$ cat config.mk
export PLATFORM = sky130hd
export DESIGN_NAME = sync_slave_tx
export DESIGN_NICKNAME = d
export VERILOG_FILES = /design/src/rtl/sst_pkg.sv /design/src/rtl/sst_edge_sync.sv /design/src/rtl/sst_holding.sv /design/src/rtl/sst_shifter.sv /design/src/rtl/sync_slave_tx.sv
export SDC_FILE = /design/constraint.sdc
export NUM_CORES = 1
export LEC_CHECK = 0
export ABC_AREA = 1
export CORE_ASPECT_RATIO = 0.5
export CORE_UTILIZATION = 55
export DETAILED_ROUTE_END_ITERATION = 8
export DONT_BUFFER_PORTS = 1
export GPL_TIMING_DRIVEN = 0
export PLACE_DENSITY_LB_ADDON = 0.3
export SYNTH_ARGS = -nofsm -noshare
export SYNTH_HDL_FRONTEND = slang
export SYNTH_SLANG_ARGS = --single-unit
$ cat constraint.sdc
create_clock -name clk -period 2.4 [get_ports clk]
set_input_delay 0.48 -clock clk [delete_from_list [all_inputs] [get_ports clk]]
set_output_delay 0.48 -clock clk [all_outputs]
set_load 0.01 [all_outputs]
$ cat src/rtl/sst_pkg.sv
package sst_pkg;

  // Fewest flops allowed in the shift-clock synchronizer.
  localparam int unsigned SST_MIN_SYNC = 2;

  // Index of the final bit of a frame, 8-bit or 9-bit.
  function automatic int unsigned sst_last_index(input logic wide, input int unsigned data_w);
    return wide ? data_w : data_w - 1;
  endfunction

endpackage

$ cat src/rtl/sst_edge_sync.sv
module sst_edge_sync #(
  parameter int unsigned STAGES = 2
) (
  input  logic clk,
  input  logic rst_n,
  input  logic async_in,
  output logic rise,
  output logic fall
);
  import sst_pkg::*;

  localparam int unsigned N = (STAGES < SST_MIN_SYNC) ? SST_MIN_SYNC : STAGES;

  // chain[N-1] is the synchronized level; chain[N] holds its previous value.
  logic [N:0] chain;

  always_ff @(posedge clk or negedge rst_n) begin
    if (!rst_n) chain <= '0;
    else        chain <= {chain[N-1:0], async_in};
  end

  assign rise = chain[N-1] & ~chain[N];
  assign fall = ~chain[N-1] & chain[N];
endmodule

$ cat src/rtl/sst_holding.sv
module sst_holding #(
  parameter int unsigned DATA_W = 8
) (
  input  logic              clk,
  input  logic              rst_n,
  input  logic              active,
  input  logic              bit9_we,
  input  logic              bit9_d,
  input  logic              wide_mode,
  input  logic              wr_fire,
  input  logic [DATA_W-1:0] wr_data,
  input  logic              take,
  output logic              full,
  output logic [DATA_W:0]   word,
  output logic              wide
);
  logic top_bit;

  // The ninth-bit register keeps its value across aborts; it is host setup.
  always_ff @(posedge clk or negedge rst_n) begin
    if (!rst_n)       top_bit <= 1'b0;
    else if (bit9_we) top_bit <= bit9_d;
  end

  always_ff @(posedge clk or negedge rst_n) begin
    if (!rst_n) begin
      full <= 1'b0;
      word <= '0;
      wide <= 1'b0;
    end else if (!active) begin
      full <= 1'b0;
    end else if (wr_fire) begin
      full <= 1'b1;
      word <= {top_bit, wr_data};
      wide <= wide_mode;
    end else if (take) begin
      full <= 1'b0;
    end
  end
endmodule

$ cat src/rtl/sst_shifter.sv
module sst_shifter #(
  parameter int unsigned DATA_W = 8
) (
  input  logic            clk,
  input  logic            rst_n,
  input  logic            active,
  input  logic            rise,
  input  logic            fall,
  input  logic            hold_full,
  input  logic [DATA_W:0] hold_word,
  input  logic            hold_wide,
  output logic            take,
  output logic            busy,
  output logic            sdo_bit
);
  import sst_pkg::*;

  localparam int unsigned FRAME_W = DATA_W + 1;
  localparam int unsigned CNT_W   = $clog2(FRAME_W);

  logic [DATA_W:0] shreg;
  logic [CNT_W-1:0] cnt;
  logic [CNT_W-1:0] last;
  logic             rise_seen;
  logic             step;
  logic             done;

  // A falling edge only counts once the master has sampled on a rising edge.
  assign step = busy & fall & rise_seen;
  assign done = step & (cnt == last);
  assign take = active & hold_full & (~busy | done);

  always_ff @(posedge clk or negedge rst_n) begin
    if (!rst_n) begin
      shreg     <= '0;
      cnt       <= '0;
      last      <= '0;
      busy      <= 1'b0;
      rise_seen <= 1'b0;
    end else if (!active) begin
      shreg     <= '0;
      cnt       <= '0;
      busy      <= 1'b0;
      rise_seen <= 1'b0;
    end else if (take) begin
      shreg     <= hold_word;
      last      <= CNT_W'(sst_last_index(hold_wide, DATA_W));
      cnt       <= '0;
      busy      <= 1'b1;
      rise_seen <= 1'b0;
    end else if (done) begin
      busy      <= 1'b0;
      rise_seen <= 1'b0;
    end else if (step) begin
      shreg     <= {1'b0, shreg[DATA_W:1]};
      cnt       <= cnt + 1'b1;
      rise_seen <= 1'b0;
    end else if (busy && rise) begin
      rise_seen <= 1'b1;
    end
  end

  assign sdo_bit = busy ? shreg[0] : 1'b1;
endmodule

$ cat src/rtl/sync_slave_tx.sv
module sync_slave_tx #(
  parameter int unsigned DATA_W      = 8,
  parameter int unsigned SYNC_STAGES = 2
) (
  input  logic              clk,
  input  logic              rst_n,
  input  logic              port_en,
  input  logic              tx_en,
  input  logic              sync_mode,
  input  logic              clk_src_master,
  input  logic              rx_single_en,
  input  logic              rx_cont_en,
  input  logic              nine_bit_en,
  input  logic              bit9_we,
  input  logic              bit9_d,
  input  logic              wr_valid,
  output logic              wr_ready,
  input  logic [DATA_W-1:0] wr_data,
  input  logic              sck_in,
  output logic              sdo,
  output logic              sdo_oe,
  output logic              hold_empty,
  output logic              shift_empty,
  input  logic              irq_en,
  output logic              irq
);
  logic active;
  logic sck_rise, sck_fall;
  logic hold_full, hold_wide, xfer, busy, sh_bit;
  logic [DATA_W:0] hold_word;
  logic wr_fire;

  assign active = port_en & tx_en & sync_mode & ~clk_src_master
                & ~rx_single_en & ~rx_cont_en;

  assign wr_ready = active & ~hold_full;
  assign wr_fire  = wr_valid & wr_ready;

  sst_edge_sync #(.STAGES(SYNC_STAGES)) u_sync (
    .clk      (clk),
    .rst_n    (rst_n),
    .async_in (sck_in),
    .rise     (sck_rise),
    .fall     (sck_fall)
  );

  sst_holding #(.DATA_W(DATA_W)) u_hold (
    .clk       (clk),
    .rst_n     (rst_n),
    .active    (active),
    .bit9_we   (bit9_we),
    .bit9_d    (bit9_d),
    .wide_mode (nine_bit_en),
    .wr_fire   (wr_fire),
    .wr_data   (wr_data),
    .take      (xfer),
    .full      (hold_full),
    .word      (hold_word),
    .wide      (hold_wide)
  );

  sst_shifter #(.DATA_W(DATA_W)) u_shift (
    .clk       (clk),
    .rst_n     (rst_n),
    .active    (active),
    .rise      (sck_rise),
    .fall      (sck_fall),
    .hold_full (hold_full),
    .hold_word (hold_word),
    .hold_wide (hold_wide),
    .take      (xfer),
    .busy      (busy),
    .sdo_bit   (sh_bit)
  );

  assign sdo         = sh_bit;
  assign sdo_oe      = active;
  assign hold_empty  = ~hold_full;
  assign shift_empty = ~busy;
  assign irq         = hold_empty & irq_en;
endmodule

# Word level (Yosys, flattened, before mapping)
# Index checks and enable logic that the tools add are counted.
[word_totals]
input_bits = 22
regBits = 34
elab_cells = 65
output_inout_bits = 6
[classes]
bitwise = 23
muxes = 21
reduce_logical = 4
n_addsub = 1
n_eq_ne = 6
[op_table]
columns = ["operator", "count"]
rows = [
  ["two-way mux 9 bit", 4],
  ["two-way mux 4 bit", 5],
  ["AND 1 bit", 15],
  ["two-way mux 1 bit", 12],
  ["!= test 3 x 1 -> 1 bit, second input constant", 3],
  ["NOT 1 bit", 7],
  ["AND reduction 2 bit", 3],
  ["!= test 5 x 1 -> 1 bit, second input constant", 1],
  ["adder 4 x 1 -> 4 bit, second input constant", 1],
  ["== test 4 bit", 1],
  ["!= test 3 bit, second input constant", 1],
  ["logical AND 1 bit", 1],
  ["OR 1 bit", 1],
]

# Logic depth before layout (Yosys ltp)
[depth]
depth_word = 10
mapped_depth = 12
depth_no_buf = 12

# Cells and area by module
# From an unflattened synthesis, not the netlist that was laid out.
[unflattened]
cells_unflattened = 198
hier_area_um2 = 1579.0
[by_module_without_submodules]
columns = ["mod", "seq_area_each_um2", "n_inst", "cells_per_inst", "area_each_um2"]
rows = [
  ["sst_shifter", 425.4, 1, 124, 928.4],
  ["sst_holding", 300.3, 1, 52, 490.5],
  ["sst_edge_sync", 75.1, 1, 7, 90.1],
  ["sync_slave_tx", 0.0, 1, 15, 70.1],
]

# Worst setup path after synthesis
# Ideal clock, no wire load.
[synth_timing]
kind = "input to output"
start = "input port clk_src_master"
end = "output port wr_ready"
t_arrival_ns = 1.075
cell_stages = 4
t_required_ns = 1.920
path_slack_ns = 0.845
path_buffers = 0
path_cell_list = "nor3_2 > and2_2 > nand2_1 > inv_2"
[synth_between]
elab_chain_len = 5
[synth_rtl]
columns = ["item", "line", "rtl"]
rows = [
  ["from (decl)", "sync_slave_tx.sv:10", "input logic clk_src_master,"],
  ["NOT 1 bit", "sync_slave_tx.sv:33", "assign active = port_en & tx_en & sync_mode & ~clk_src_master"],
  ["AND 1 bit", "sync_slave_tx.sv:33", ""],
  ["AND 1 bit (2 in series)", "sync_slave_tx.sv:34", "& ~rx_single_en & ~rx_cont_en;"],
  ["via sdo_oe", "sync_slave_tx.sv:21", "output logic sdo_oe,"],
  ["AND 1 bit", "sync_slave_tx.sv:36", "assign wr_ready = active & ~hold_full;"],
  ["to (decl)", "sync_slave_tx.sv:17", "output logic wr_ready,"],
]
# The timed path passes the listed nets, and every way through them passes these cells.

# Worst setup path after layout
[layout_timing]
start = "register u_shift.busy"
end = "output port sdo"
[layout_between]
elab_chain_len = 1
[layout_rtl]
columns = ["item", "line", "rtl"]
rows = [
  ["from (decl)", "sst_shifter.sv:13", "output logic busy,"],
  ["from (signal assigned)", "sst_shifter.sv:38", "busy <= 1'b0;"],
  ["from (signal assigned)", "sst_shifter.sv:43", "busy <= 1'b0;"],
  ["from (signal assigned)", "sst_shifter.sv:49", "busy <= 1'b1;"],
  ["two-way mux 1 bit", "sst_shifter.sv:63", "assign sdo_bit = busy ? shreg[0] : 1'b1;"],
  ["to (decl)", "sync_slave_tx.sv:20", "output logic sdo,"],
]
# No other way between the ends.

==> impl_metrics.yaml <==
outcome:
  outcome: "complete, no violations"
synthesis:
  yosys.cell_types.count: 27
  synthesized_area_um2: 1560
  synthFlopType: "sky130_fd_sc_hd__dfrtp_1"
  synth_async_sr_flop_share_pct: 100
  synthMostInstantiatedCell: "sky130_fd_sc_hd__nand2_1"
  synth_area_per_cell_um2: 7.89
  netlist_top_cells_count: "85 x sky130_fd_sc_hd__nand2_1, 32 x sky130_fd_sc_hd__dfrtp_1, 24 x sky130_fd_sc_hd__inv_1"
  synth_seq_area_share_pct: 51.5
  yosysTopAreaCellShare_pct: 51.5
  synth_enable_flop_cells: 0
  yosys_register_bits: 32
  synth_largest_area_cell: "sky130_fd_sc_hd__dfrtp_1"
  yosysWarningCount: 0
  syn_nets: 220
  syn-instance-count: 197
  dominant_cells_by_area_after_synthesis: "sky130_fd_sc_hd__dfrtp_1 51%, sky130_fd_sc_hd__nand2_1 21%, sky130_fd_sc_hd__nand3_1 5.8%"
detailed_routing:
  drt-initial-drc-count: 77
  detail_route.wirelength_um: 2870
  routed_via_density: 4.93
  post-route-drc-count: 0
  num_vias: 1194
  ant_nets: 0
  post_drt_wl_per_cell_um: 11.9
  first_pass_iters: 4
placement:
  port_buffers: 0
  dp_hpwl_um: 2080
  postPlaceCellArea_um2: 1600
  gp_congestion: 0.814
clock_tree:
  number_of_clock_buffers_inserted_by_tritoncts: 5
  clk-insertion-delay-late_ns: 0.29
  cts.clk_slew.worst_paths_ns: 0.06
  tritoncts: "done"
  clock_path_buffers: 2
  h-tree-depth: 2
  cts_resized: 0
  clock_sinks: 32
  cts-root-buf: "sky130_fd_sc_hd__clkbuf_8"
grt:
  grt_pass1_vias: 1023
  grt_pass1_wl_um: 4590
  track_usage_pct: 21.8
  antenna_violations_before_repair: 0
  gr-total-overflow: 0
  largest_net_degree_at_the_start_of_global_routing: 33
timing:
  worst_slew_pin_slew_ns: 0.422
  setup_repair_after_global_routing_missed_its_margin: "no"
  top_achievable_clock_speed_mhz: 593
  totalNegativeSetupSlack_ns: 0
  fin_skew_ns: 0.00279
  final.min_clock_period_ns: 1.69
  holdWs_ns: 0.00888
  finalMaxSlewViolations: 0
  final_cycle_share_pct: 70.2
  hold_viol_final: 0
  relSlewSlack_pct: 71.9
  finalSetupViolCount: 0
setup_path:
  worst_r2r_endpoint: "u_shift.shreg[4]$_DFFE_PN0P_"
  critical_path.top_delay_family: "flip-flops"
  critical_path_depth: 2
  startpoint_type: "flop"
  critPathMaxFanout: 5
  worstSetupPathType: "flop to output pin"
  crit_arrival_ns: 1.21
  setup.worst_path.end_class: "output pin"
  r2r.worst_path.cells: 9
  regToRegStartpoint: "u_shift.busy$_DFFE_PN0P_"
  worst_reg2reg_setup_slack_ns: 0.79
  startpoint: "u_shift.busy$_DFFE_PN0P_"
  cp_num_buf_inv: 1
  required_ns: 1.92
  cp_slowest_cell: "sky130_fd_sc_hd__dfrtp_1"
  slowest_delay_ns: 0.46
  endpoint: "sdo"
  path_cells: "inv_1, or2_2"
finish:
  final_cell_area_um2: 1700
  post_route_cells_drive_above_1_share_pct: 10.7
  diodes: 0
  final_util_pct: 64.5
  num-fill-cells: 237
  area.growth.synth_to_final_pct: 9.25
  final_net_count: 228
floorplanning:
  die_x_um: 77.2
  fp-row-count: 13
  die_area_um2: 3060
  boundaryPins: 28
  initial_core_util_pct: 59.0
  core_area_um2: 2640
  fp.dieH_um: 39.6
hold_path:
  min-delay-path-class: "primary input to asynchronous set/reset pin"
pwr:
  power.density_cell_area_nw_per_um2: 600
  power.ir.vdd_worst_mv: 0.398
  p_leak_nw: 0.911
run:
  drv_cap: 0
[through the flow]
stage / worst slack (ns) / cells / power [mW]
2_1_floorplan: 0.845 / 197 / 0.615
3_3_place_gp: 0.705 / 234 / 0.622
3_5_place_dp: 0.685 / 234 / 0.624
4_1_cts: 0.724 / 242 / 1.02
5_1_grt: 0.595 / 242 / 1.05
6_report: 0.715 / 242 / 1.02
[cells in the final DEF (no fill, tap or decap), drive strengths merged]
cell    netlist  final
nand2        89     89
dfrtp        32     32
inv          25     25
nand3        19     19
nor2          9      9
clkbuf        2      8
o21ai         5      5
a21oi         3      3
nor3          3      3
xor2          2      2
clkinv        1      2
buf           1      2
and2          1      1
or2           1      1
nand3b        1      1
a31oi         1      1
o21a          1      1
ha            1      1
[final cells by class]
class	count	area [µm²]	share of cell area, %
Inverter	26	98.8	5.82
Sequential cell	32	801	47.1
Buffer	3	22.5	1.33
Timing Repair Buffer	1	20.0	1.18
Clock inverter	1	5.00	0.295
Clock buffer	6	72.6	4.27
Multi-Input combinational cell	136	633	37.3
Tap cell	37	46.3	2.72
[cells by family after synthesis]
logic type / Yosys count / synth area share [%]
adder cells (fa/ha/maj): 1 / 0.804
flip-flops: 32 / 51.5
AO/OA/AOI/OAI: 10 / 4.18
buffers and inverters: 29 / 7.80
XOR/XNOR: 2 / 1.13
AND/OR/NAND/NOR: 123 / 34.6
[layer usage]
layer	global-route usage (%)	vias up	share of wire, %
met5	0	-	0
met4	10.4	0	2.3
met3	8.37	7	6.2
met2	37.8	30	46
met1	24.7	542	46
li1	-	615	-
[worst register-to-register path, stage by stage (launching register included)]
cell                      delay [ns]
sky130_fd_sc_hd__dfrtp_1        0.46
sky130_fd_sc_hd__nand2_1        0.13
sky130_fd_sc_hd__nor3_4         0.19
sky130_fd_sc_hd__nand2_2        0.20
sky130_fd_sc_hd__inv_1          0.22
sky130_fd_sc_hd__nand2_1        0.11
sky130_fd_sc_hd__nand2_1        0.08
sky130_fd_sc_hd__nand2_1        0.05
sky130_fd_sc_hd__nand2_1        0.05
sky130_fd_sc_hd__inv_1          0.03
[what timing repair did]
action                    4_1_cts  5_1_grt
hold buffers                    1        0
buffers inserted                0        0
hold endpoints to repair       32        0
[flip-flops by register name (all words and copies together) (netlist names)]
signal	flops
u_shift.cnt	4
u_hold.top_bit	1
u_sync.chain	3
u_shift.busy	1
u_hold.wide	1
u_shift.rise_seen	1
u_hold.full	1
u_shift.shreg	9
u_shift.last	2
u_hold.word	9
[worst min path at each step]
stage,end,cells past startpoint,slack (ns)
detailed placement,u_shift.cnt[2]$_DFFE_PN0P_,0,0.18
global route,u_shift.cnt[0]$_DFFE_PN0P_,1,0.02
finish,u_shift.cnt[1]$_DFFE_PN0P_,1,0.009
CTS,u_shift.cnt[1]$_DFFE_PN0P_,1,0.02
global placement,u_shift.cnt[1]$_DFFE_PN0P_,0,0.18
floorplan,u_hold.full$_DFFE_PN0P_,0,0.18
[where the power goes]
group / switching (mW) / leakage [nW] / internal, mW
Sequential: 0.0133 / 0.423 / 0.566
Clock: 0.196 / 0.0410 / 0.197
Combinational: 0.0310 / 0.446 / 0.0164
(Power assumes the default switching activity.)
